===== config.mk =====
export PLATFORM = sky130hd
export DESIGN_NAME = cellvid_renderer
export DESIGN_NICKNAME = d
export VERILOG_FILES = /design/src/rtl/cellvid_pkg.sv /design/src/rtl/cellvid_raster.sv /design/src/rtl/cellvid_fetch.sv /design/src/rtl/cellvid_shader.sv /design/src/rtl/cellvid_renderer.sv
export SDC_FILE = /design/constraint.sdc
export NUM_CORES = 1
export LEC_CHECK = 0
export ABC_AREA = 1
export ABC_CLOCK_PERIOD_IN_PS = 5700
export CORE_UTILIZATION = 58
export CTS_CLUSTER_DIAMETER = 100
export DETAILED_ROUTE_END_ITERATION = 12
export MAX_ROUTING_LAYER = met4
export PLACE_DENSITY_LB_ADDON = 0.05
export SLEW_MARGIN = 20
export SYNTH_ARGS = -nofsm -noshare
export SYNTH_HDL_FRONTEND = slang
export SYNTH_SLANG_ARGS = --single-unit

===== constraint.sdc =====
create_clock -name clk -period 5.7 [get_ports clk]
set_clock_uncertainty 0.15 [all_clocks]
set_input_delay 1.14 -clock clk [delete_from_list [all_inputs] [get_ports clk]]
set_output_delay 1.14 -clock clk [all_outputs]
set_load 0.005 [all_outputs]

===== src/rtl/cellvid_pkg.sv =====
package cellvid_pkg;
  localparam int CELL_W   = 8;
  localparam int CELL_H   = 12;
  localparam int GLYPH_X0 = 2;
  localparam int GLYPH_X1 = 6;
  localparam int GLYPH_Y0 = 3;
  localparam int GLYPH_Y1 = 9;
  localparam int QUAD_W   = 4;
  localparam int QUAD_H   = 6;

  typedef enum logic [3:0] {
    COL_BLACK   = 4'd0,
    COL_GREEN   = 4'd1,
    COL_YELLOW  = 4'd2,
    COL_BLUE    = 4'd3,
    COL_RED     = 4'd4,
    COL_BUFF    = 4'd5,
    COL_CYAN    = 4'd6,
    COL_MAGENTA = 4'd7,
    COL_ORANGE  = 4'd8
  } colour_e;

  function automatic colour_e palette(input logic [2:0] code);
    return colour_e'({1'b0, code} + 4'd1);
  endfunction
endpackage


===== src/rtl/cellvid_raster.sv =====
module cellvid_raster
  import cellvid_pkg::*;
#(
  parameter int H_TOTAL = 288,
  parameter int H_LEFT  = 16,
  parameter int V_TOTAL = 208,
  parameter int V_TOP   = 8,
  parameter int COLS    = 32,
  parameter int ROWS    = 16,
  localparam int CW     = $clog2(COLS),
  localparam int RW     = $clog2(ROWS)
) (
  input  logic          clk,
  input  logic          rst_n,
  output logic          frame_first,
  output logic          active,
  output logic [2:0]    dot,
  output logic [3:0]    line,
  output logic [RW-1:0] row,
  output logic          pre_cell,
  output logic [CW-1:0] pre_col
);
  localparam int XW = $clog2(H_TOTAL);
  localparam int YW = $clog2(V_TOTAL);
  localparam logic [XW-1:0] H_LEFT_C = XW'(H_LEFT);
  localparam logic [XW-1:0] H_PRE_C  = XW'(H_LEFT - 1);
  localparam logic [XW-1:0] H_END_C  = XW'(H_LEFT + COLS * CELL_W);
  localparam logic [XW-1:0] H_LAST_C = XW'(H_TOTAL - 1);
  localparam logic [YW-1:0] V_TOP_C  = YW'(V_TOP);
  localparam logic [YW-1:0] V_END_C  = YW'(V_TOP + ROWS * CELL_H);
  localparam logic [YW-1:0] V_LAST_C = YW'(V_TOTAL - 1);

  logic [XW-1:0] x_q, x_d, ax;
  logic [YW-1:0] y_q, y_d;
  logic [3:0]    line_q, line_d;
  logic [RW-1:0] row_q, row_d;
  logic [CW-1:0] col;
  logic          h_act, v_act, line_end;

  always_comb begin
    ax       = x_q - H_LEFT_C;
    col      = CW'(ax >> 3);
    h_act    = (x_q >= H_LEFT_C) && (x_q < H_END_C);
    v_act    = (y_q >= V_TOP_C) && (y_q < V_END_C);
    line_end = (x_q == H_LAST_C);
    x_d      = line_end ? '0 : x_q + XW'(1);
    y_d      = (y_q == V_LAST_C) ? '0 : y_q + YW'(1);
    line_d   = line_q;
    row_d    = row_q;
    if (y_d == V_TOP_C) begin
      line_d = '0;
      row_d  = '0;
    end else if (v_act) begin
      if (line_q == 4'(CELL_H - 1)) begin
        line_d = '0;
        row_d  = row_q + RW'(1);
      end else begin
        line_d = line_q + 4'd1;
      end
    end
  end

  always_ff @(posedge clk or negedge rst_n) begin
    if (!rst_n) begin
      x_q    <= '0;
      y_q    <= '0;
      line_q <= '0;
      row_q  <= '0;
    end else begin
      x_q <= x_d;
      if (line_end) begin
        y_q    <= y_d;
        line_q <= line_d;
        row_q  <= row_d;
      end
    end
  end

  assign frame_first = (x_q == '0) && (y_q == '0);
  assign active      = h_act && v_act;
  assign dot         = ax[2:0];
  assign line        = line_q;
  assign row         = row_q;
  assign pre_cell    = v_act && ((x_q == H_PRE_C) ||
                       (h_act && (ax[2:0] == 3'd7) && (col != CW'(COLS - 1))));
  assign pre_col     = (x_q == H_PRE_C) ? '0 : col + CW'(1);
endmodule


===== src/rtl/cellvid_fetch.sv =====
module cellvid_fetch #(
  parameter int COLS = 32,
  parameter int ROWS = 16,
  localparam int CW  = $clog2(COLS),
  localparam int RW  = $clog2(ROWS),
  localparam int AW  = $clog2(COLS * ROWS)
) (
  input  logic          clk,
  input  logic          rst_n,
  input  logic          pre_cell,
  input  logic [CW-1:0] pre_col,
  input  logic [RW-1:0] row,
  input  logic          cell_first,
  input  logic [7:0]    mem_data,
  output logic          mem_rd,
  output logic [AW-1:0] mem_addr,
  output logic [7:0]    cur_byte
);
  logic [7:0] hold_q;

  assign mem_rd   = pre_cell;
  assign mem_addr = AW'(row) * AW'(COLS) + AW'(pre_col);

  always_ff @(posedge clk or negedge rst_n) begin
    if (!rst_n) hold_q <= '0;
    else if (cell_first) hold_q <= mem_data;
  end

  assign cur_byte = cell_first ? mem_data : hold_q;


  fetch_gap_chk: assert property (@(posedge clk) disable iff (!rst_n)
    mem_rd |=> !mem_rd);

  fetch_lands_chk: assert property (@(posedge clk) disable iff (!rst_n)
    mem_rd |=> cell_first);
endmodule


===== src/rtl/cellvid_shader.sv =====
module cellvid_shader
  import cellvid_pkg::*;
(
  input  logic       active,
  input  logic [2:0] dot,
  input  logic [3:0] line,
  input  logic [7:0] cell_byte,
  input  logic       css,
  input  logic [4:0] font_bits,
  output logic [5:0] font_code,
  output logic [2:0] font_row,
  output colour_e    colour
);
  logic       in_gx, in_gy, glyph_on, upper, left, quad_on;
  logic [2:0] gidx;
  logic [4:0] shifted;
  colour_e    fg;

  always_comb begin
    in_gx     = (dot >= 3'(GLYPH_X0)) && (dot <= 3'(GLYPH_X1));
    in_gy     = (line >= 4'(GLYPH_Y0)) && (line <= 4'(GLYPH_Y1));
    font_code = cell_byte[5:0];
    font_row  = in_gy ? 3'(line - 4'(GLYPH_Y0)) : 3'd0;
    gidx      = 3'(GLYPH_X1) - dot;
    shifted   = font_bits >> gidx;
    glyph_on  = in_gx && in_gy && shifted[0];
    fg        = css ? COL_ORANGE : COL_GREEN;
    upper     = line < 4'(QUAD_H);
    left      = dot < 3'(QUAD_W);
    quad_on   = cell_byte[{upper, left}];
    if (!active)
      colour = COL_BLACK;
    else if (cell_byte[7])
      colour = quad_on ? palette(cell_byte[6:4]) : COL_BLACK;
    else
      colour = (glyph_on ^ cell_byte[6]) ? fg : COL_BLACK;
  end
endmodule


===== src/rtl/cellvid_renderer.sv =====
module cellvid_renderer
  import cellvid_pkg::*;
#(
  parameter int H_TOTAL = 288,
  parameter int H_LEFT  = 16,
  parameter int V_TOTAL = 208,
  parameter int V_TOP   = 8,
  parameter int COLS    = 32,
  parameter int ROWS    = 16,
  localparam int CW     = $clog2(COLS),
  localparam int RW     = $clog2(ROWS),
  localparam int AW     = $clog2(COLS * ROWS)
) (
  input  logic          clk,
  input  logic          rst_n,
  input  logic          css,
  output logic          mem_rd,
  output logic [AW-1:0] mem_addr,
  input  logic [7:0]    mem_data,
  output logic [5:0]    font_code,
  output logic [2:0]    font_row,
  input  logic [4:0]    font_bits,
  output logic [3:0]    pix_color,
  output logic          sof
);
  logic [1:0]    sync_q;
  logic          rst_s;
  logic          frame_first, active, pre_cell, cell_first;
  logic [2:0]    dot;
  logic [3:0]    line;
  logic [RW-1:0] row;
  logic [CW-1:0] pre_col;
  logic [7:0]    cur_byte;
  colour_e       colour;
  logic [3:0]    pix_q, pix_d;
  logic          sof_q, sof_d;

  always_ff @(posedge clk or negedge rst_n) begin
    if (!rst_n) sync_q <= '0;
    else sync_q <= {sync_q[0], 1'b1};
  end
  assign rst_s = sync_q[1];

  cellvid_raster #(
    .H_TOTAL(H_TOTAL), .H_LEFT(H_LEFT), .V_TOTAL(V_TOTAL), .V_TOP(V_TOP),
    .COLS(COLS), .ROWS(ROWS)
  ) raster_i (
    .clk(clk), .rst_n(rst_s), .frame_first(frame_first), .active(active),
    .dot(dot), .line(line), .row(row), .pre_cell(pre_cell), .pre_col(pre_col)
  );

  assign cell_first = active && (dot == 3'd0);

  cellvid_fetch #(.COLS(COLS), .ROWS(ROWS)) fetch_i (
    .clk(clk), .rst_n(rst_s), .pre_cell(pre_cell), .pre_col(pre_col),
    .row(row), .cell_first(cell_first), .mem_data(mem_data),
    .mem_rd(mem_rd), .mem_addr(mem_addr), .cur_byte(cur_byte)
  );

  cellvid_shader shader_i (
    .active(active), .dot(dot), .line(line), .cell_byte(cur_byte),
    .css(css), .font_bits(font_bits), .font_code(font_code),
    .font_row(font_row), .colour(colour)
  );

  always_comb begin
    pix_d = colour;
    sof_d = frame_first;
  end

  always_ff @(posedge clk or negedge rst_s) begin
    if (!rst_s) begin
      pix_q <= '0;
      sof_q <= 1'b0;
    end else begin
      pix_q <= pix_d;
      sof_q <= sof_d;
    end
  end

  assign pix_color = pix_q;
  assign sof       = sof_q;


  border_black_chk: assert property (@(posedge clk) disable iff (!rst_s)
    !active |=> (pix_color == 4'd0));

  semi_palette_chk: assert property (@(posedge clk) disable iff (!rst_s)
    (active && cur_byte[7]) |=>
      ((pix_color == 4'd0) || (pix_color == {1'b0, $past(cur_byte[6:4])} + 4'd1)));

  text_green_chk: assert property (@(posedge clk) disable iff (!rst_s)
    (active && !cur_byte[7] && !css) |=> ((pix_color == 4'd0) || (pix_color == 4'd1)));

  sof_single_chk: assert property (@(posedge clk) disable iff (!rst_s)
    sof |=> !sof);
endmodule


==> flow_metrics.tcl, run 1 <==
set metrics [dict create \
    p_leak_nw 1.59 \
    cts_tree "done" \
    ctsLongestPathBuffers 2 \
    tns_ps 0 \
    via_per_inst 5.23 \
    timing.rr.end "pix_color[2]$_DFF_PN0_" \
    num_rows 24 \
    clkPwrFrac_pct 39.6 \
    post_cts_buffers 0 \
    grt_pass1_vias 1999 \
    numCtsBuffers 5 \
    nNetsFinal 413 \
    cp-end-kind "output pin" \
    maxSlewViolCount 0 \
    startpoint "raster_i.x_q[0]$_DFF_PN0_" \
    min-delay-path-class "reg2async" \
    synth.avg_cell_area_um2 7.69 \
    maxCapViolCount 0 \
    cts_hold_buf 0 \
    worst-path-max-fanout 10 \
    crit_family "buffers and inverters" \
    p_int_uw 393 \
    overflow 0 \
    hpwlAfterDp_um 4070 \
    critPathSlowestCell "nor2_1" \
    cpPeakStageDelay_ps 470 \
    finalWorstSetupSlack_ps 1760 \
    synth_cell_types 35 \
    tightest_slew_ps 752 \
    start_kind "flop" \
    critical_path_class "reg2out" \
    dieArea_um2 4780 \
    cts-root-buf "clkbuf_8" \
    finalPower_uw 508 \
    dr.pass1.iters 4 \
    syn_inst 340 \
    place_area_um2 3030 \
    num_vias 2260 \
    initial_core_util_pct 60.1 \
    syn-cell-area_um2 2620 \
    hold_viol 0 \
    yosysSeqAreaShare_pct 38.3 \
    path_depth 8 \
    diodes 0 \
    ant_nets 0 \
    syn_nets 374 \
    p_switching_uw 115 \
    power_frac_comb_pct 4.2 \
    final_cell_area_um2 3120 \
    cp_common_cell "inv_1" \
    die_h_um 69.2 \
    grt.total_usage_pct 24.5 \
    grt_pass1_wl_um 9070 \
    routedWlPerCell_um 12.6 \
    arrival_ps 2650 \
    area.growth.synth_to_final_pct 19.2 \
    switching_share_pct 22.6 \
    worstReg2RegStart "raster_i.x_q[0]$_DFF_PN0_" \
    period_needed_ps 3940 \
    fmax_mhz 254 \
    regToRegSetupSlack_ps 3080 \
    gp_congestion 0.949 \
    seqPwrFrac_pct 56.1 \
    drt_iter0_drc 81 \
    r2r_cells 10 \
    dp_slack_ps 2030 \
    power_density_nw_per_um2 163 \
    path_clk_slew_ps 80 \
    ys_seq_elements 40 \
    outcome "finished clean" \
    setup_viol_count_final 0 \
    cts.sinks 40 \
    clock_latency_ps 300 \
    core-area_um2 4350 \
    grt_max_degree 39 \
    crit_buf_inv 4 \
    ioPinCount 40 \
    crit_chain "inv_1, ha_1, inv_1, nor2_1, nand3_4, o21ai_1, inv_1, clkdlybuf4s50_1" \
    h-tree-depth 2 \
    fin_crit_sh_pct 69.1 \
    antenna_found_initial 0 \
    endpoint "font_code[4]" \
    critical_path_required_ps 4410 \
    drive_above_1_share_pct 8.68 \
    yosys_warnings 0 \
    drt-total-wl_um 5440 \
    layout_common_cells "nand2_1, inv_1, dfrtp_1" \
    drc 0 \
    rsz0062_at_grt "no" \
    relSlewSlack_pct 49.8 \
    die_w_um 69.2 \
    io_buffers 39 \
    peakVddDrop_v 0.000106 \
    final_common_cell "nand2_1" \
    fin_util_pct 71.6 \
    ctsResizeCount 0 \
]
-- cells by family after synthesis --
group	share of synthesized area [%]
AOI/OAI and AO/OA	7.13
xor gates and xnor gates	3.68
adders and majority gates	8.61
buffers and inverters	9.90
DFF	38.3
other	0.143
and+or+nand+nor	32.3
-- how the worst min path moves through the flow --
stage                     slack (ps)  cells past startpoint                           end
after detailed placement         170                      1   raster_i.row[2]$_DFFE_PN0P_
final                            140                      1   raster_i.row[2]$_DFFE_PN0P_
after global routing             210                      1   raster_i.row[2]$_DFFE_PN0P_
after global placement           160                      1   raster_i.row[2]$_DFFE_PN0P_
after floorplan                  180                      0           sync_q[1]$_DFF_PN0_
after CTS                        170                      1  raster_i.line[1]$_DFFE_PN0P_
-- through the flow --
| stage | hold slack, ps | std cells |
|---|---|---|
| CTS | 169 | 432 |
| global placement | 165 | 424 |
| finish | 142 | 432 |
| floorplan | 181 | 340 |
| detailed placement | 167 | 424 |
| global route | 210 | 432 |
-- power groups by stage --
stage	registers [mW]	clock network [mW]	logic (mW)
4_1_cts	0.285	0.202	0.0224
3_3_place_gp	0.291	0	0.0219
6_report	0.285	0.201	0.0215
2_1_floorplan	0.295	0	0.00436
5_1_grt	0.285	0.214	0.0240
3_5_place_dp	0.291	0	0.0222
-- registers in the layout (all words and copies together), names as in the netlist --
| name | count |
|---|---|
| raster_i.y_q | 8 |
| fetch_i.hold_q | 8 |
| pix_color | 4 |
| raster_i.row | 4 |
| raster_i.line | 4 |
| sync_q | 2 |
| sof | 1 |
| raster_i.x_q | 9 |
-- routing by layer --
layer	wire length [µm]	part of all wire (%)	global-route usage, %	up-vias
li1	-	-	-	1154
met1	2520	46	30.1	1031
met2	2610	48	41.1	64
met5	0	0	-	-
met3	238	4.4	5.12	11
met4	71	1.3	6.35	0
-- cell type report --
type                       count  area (µm²)
clock buffer                   6        82.6
clock inverter                 2        10.0
fill                         356        1230
inverter                      55         206
multi-input combinational    237        1360
sequential                    40        1000
tap                           52        65.1
timing repair buffer          40         398
-- synth_stat cells --
library cell	instances	area (µm²)
a21oi_1	7	35.0
a21oi_2	1	8.76
a22oi_1	1	7.51
and2_1	4	25.0
buf_4	6	45.0
clkbuf_1	2	7.51
conb_1	1	3.75
dfrtp_1	40	1000
ha_1	18	225
inv_1	52	195
inv_2	3	11.3
nand2_1	71	267
nand2_2	5	31.3
nand2_4	3	33.8
nand3_1	30	150
nand3_2	1	10.0
nand3_4	1	17.5
nand3b_1	2	15.0
nand3b_2	1	11.3
nand4_1	7	43.8
nor2_1	33	124
nor2_2	3	18.8
nor2_4	1	11.3
nor2_8	1	20.0
nor3_1	6	30.0
nor3_2	1	10.0
nor3b_1	1	7.51
nor3b_2	1	12.5
nor4_1	1	6.26
o21ai_0	14	70.1
o21ai_1	8	40.0
o21ai_2	2	17.5
o21bai_1	1	7.51
xnor2_1	3	26.3
xor2_1	8	70.1
-- worst reg2reg max path, delay by kind of cell, from the launching register on --
kind | cells | cell delay (ps)
AOI/OAI and AO/OA | 1 | 270
adders and majority gates | 2 | 390
and+or+nand+nor | 3 | 760
xor gates and xnor gates | 1 | 190
buffers and inverters | 3 | 320
DFF | 1 | 440
(Power assumes the default switching activity.)
==> run 2, diff against run 1 <==
Settings changed: ABC_CLOCK_PERIOD_IN_PS 5700 to 3500, CORE_UTILIZATION 58 to 49.
Clock period 5.7 ns to 3.5 ns, I/O delays scaled along.
==> flow_metrics.tcl, run 2 (synthesized netlist as in run 1, its figures left out) <==
set metrics [dict create \
    outcome "finished clean" \
    fin_util_pct 62.2 \
    worst-path-max-fanout 10 \
    drt_iter0_drc 106 \
    antenna_found_initial 0 \
    grt_pass1_wl_um 9380 \
    initial_core_util_pct 50.9 \
    tightest_slew_ps 951 \
    cp-end-kind "output pin" \
    diodes 0 \
    finalPower_uw 912 \
    timing.hold.ws_ps 217 \
    relSlewSlack_pct 36.6 \
    drc 0 \
    drt-total-wl_um 5890 \
    fmax_mhz 311 \
    grt_max_degree 24 \
    path_clk_slew_ps 80 \
    p_leak_nw 1.62 \
    nNetsFinal 415 \
    setup_viol_count_final 0 \
    maxCapViolCount 0 \
    drive_above_1_share_pct 9.69 \
    ant_nets 0 \
    hold_viol 0 \
    largest_reg_flops 9 \
    ioPinCount 40 \
    cts_tree "done" \
    finalWorstSetupSlack_ps 283 \
    dr.pass1.iters 4 \
    dp_slack_ps 500 \
    numCtsBuffers 5 \
    grt_pass1_vias 2106 \
    tns_ps 0 \
    min-delay-path-class "reg2reg" \
    num_vias 2277 \
    peakVddDrop_v 0.000255 \
    cts.sinks 40 \
    final_cell_area_um2 3200 \
    routedWlPerCell_um 13.0 \
    num_rows 26 \
    hpwlAfterDp_um 4640 \
    final_common_cell "nand2_1" \
    overflow 0 \
    place_area_um2 3060 \
    regToRegSetupSlack_ps 1190 \
    critical_path_class "reg2out" \
    instances_no_fill 452 \
    period_needed_ps 3220 \
    rsz0062_at_grt "no" \
    die_w_um 75.1 \
    dieArea_um2 5640 \
    layout_common_cells "nand2_1, inv_1, dfrtp_1" \
    place_inst 444 \
    area.growth.synth_to_final_pct 22.3 \
    gp_congestion 0.940 \
    largestRegisters "raster_i.x_q: 9 flops, fetch_i.hold_q: 8 flops, raster_i.y_q: 8 flops" \
    clock_latency_ps 290 \
    core-area_um2 5140 \
    cts-root-buf "clkbuf_8" \
    critical_path_required_ps 2650 \
    fin_crit_sh_pct 91.9 \
    arrival_ps 2370 \
    start_kind "flop" \
    io_buffers 39 \
    grt.total_usage_pct 23.5 \
    largest-register "raster_i.x_q" \
    via_per_inst 5.04 \
    maxSlewViolCount 0 \
    h-tree-depth 2 \
    power_density_nw_per_um2 285 \
    ctsLongestPathBuffers 2 \
    die_h_um 75.1 \
]
## run 2: per-layer routing
layer  global-route usage (%)  vias to the layer above  routed length [µm]
li1                         -                     1152                   -
met1                     28.1                     1057                2730
met2                     38.4                       51                2810
met3                     4.82                       17                 180
met4                     10.1                        0                 165
met5                        -                        -                   0
## run 2: path summary, 6_finish.rpt
path	end	depth (start not counted)	startpoint
worst max-delay path	font_code[4]	11	raster_i.x_q[5]$_DFF_PN0_
worst min-delay path	sync_q[1]$_DFF_PN0_	0	sync_q[0]$_DFF_PN0_
worst max register to register	pix_color[2]$_DFF_PN0_	12	raster_i.x_q[5]$_DFF_PN0_
worst min register to register	sync_q[1]$_DFF_PN0_	0	sync_q[0]$_DFF_PN0_
max in group asynchronous	raster_i.y_q[1]$_DFFE_PN0N_	1	sync_q[1]$_DFF_PN0_
min in group asynchronous	raster_i.row[2]$_DFFE_PN0P_	0	sync_q[1]$_DFF_PN0_
## run 2: final cells by class
class	count	area, µm²
Fill cell	494	1940
Clock buffer	7	96.3
Multi-Input combinational cell	237	1370
Tap cell	70	87.6
Inverter	55	206
Clock inverter	1	30.0
Sequential cell	40	1000
Timing Repair Buffer	42	413
## run 2: power breakdown
group | internal [mW] | switching [mW] | leakage (nW)
clock network | 0.252 | 0.159 | 0.0645
registers | 0.464 | 0.00562 | 0.519
logic | 0.0191 | 0.0124 | 1.03
total | 0.735 | 0.177 | 1.62
## run 2: timing repair
item                                    CTS  global route
hold buffers                              0             0
resized for setup                         0             2
setup buffers                             0             0
endpoints found under the setup margin    0             4
## run 2: critical path: stages, from the launching register on
cell             delay (ps)
dfrtp_1                 430
inv_1                   120
ha_1                    150
inv_1                    40
nor3_2                  130
nand2_1                  90
nand2_2                 170
nand3_4                 180
nand2_1                 120
o21ai_2                  70
inv_1                    90
clkdlybuf4s50_1         500
==> run 3, diff against run 2 <==
Settings changed: SETUP_SLACK_MARGIN set to 0.05.
==> results of run 3 <==
No change in the layout: final DEF, timing and power equal those of run 2.
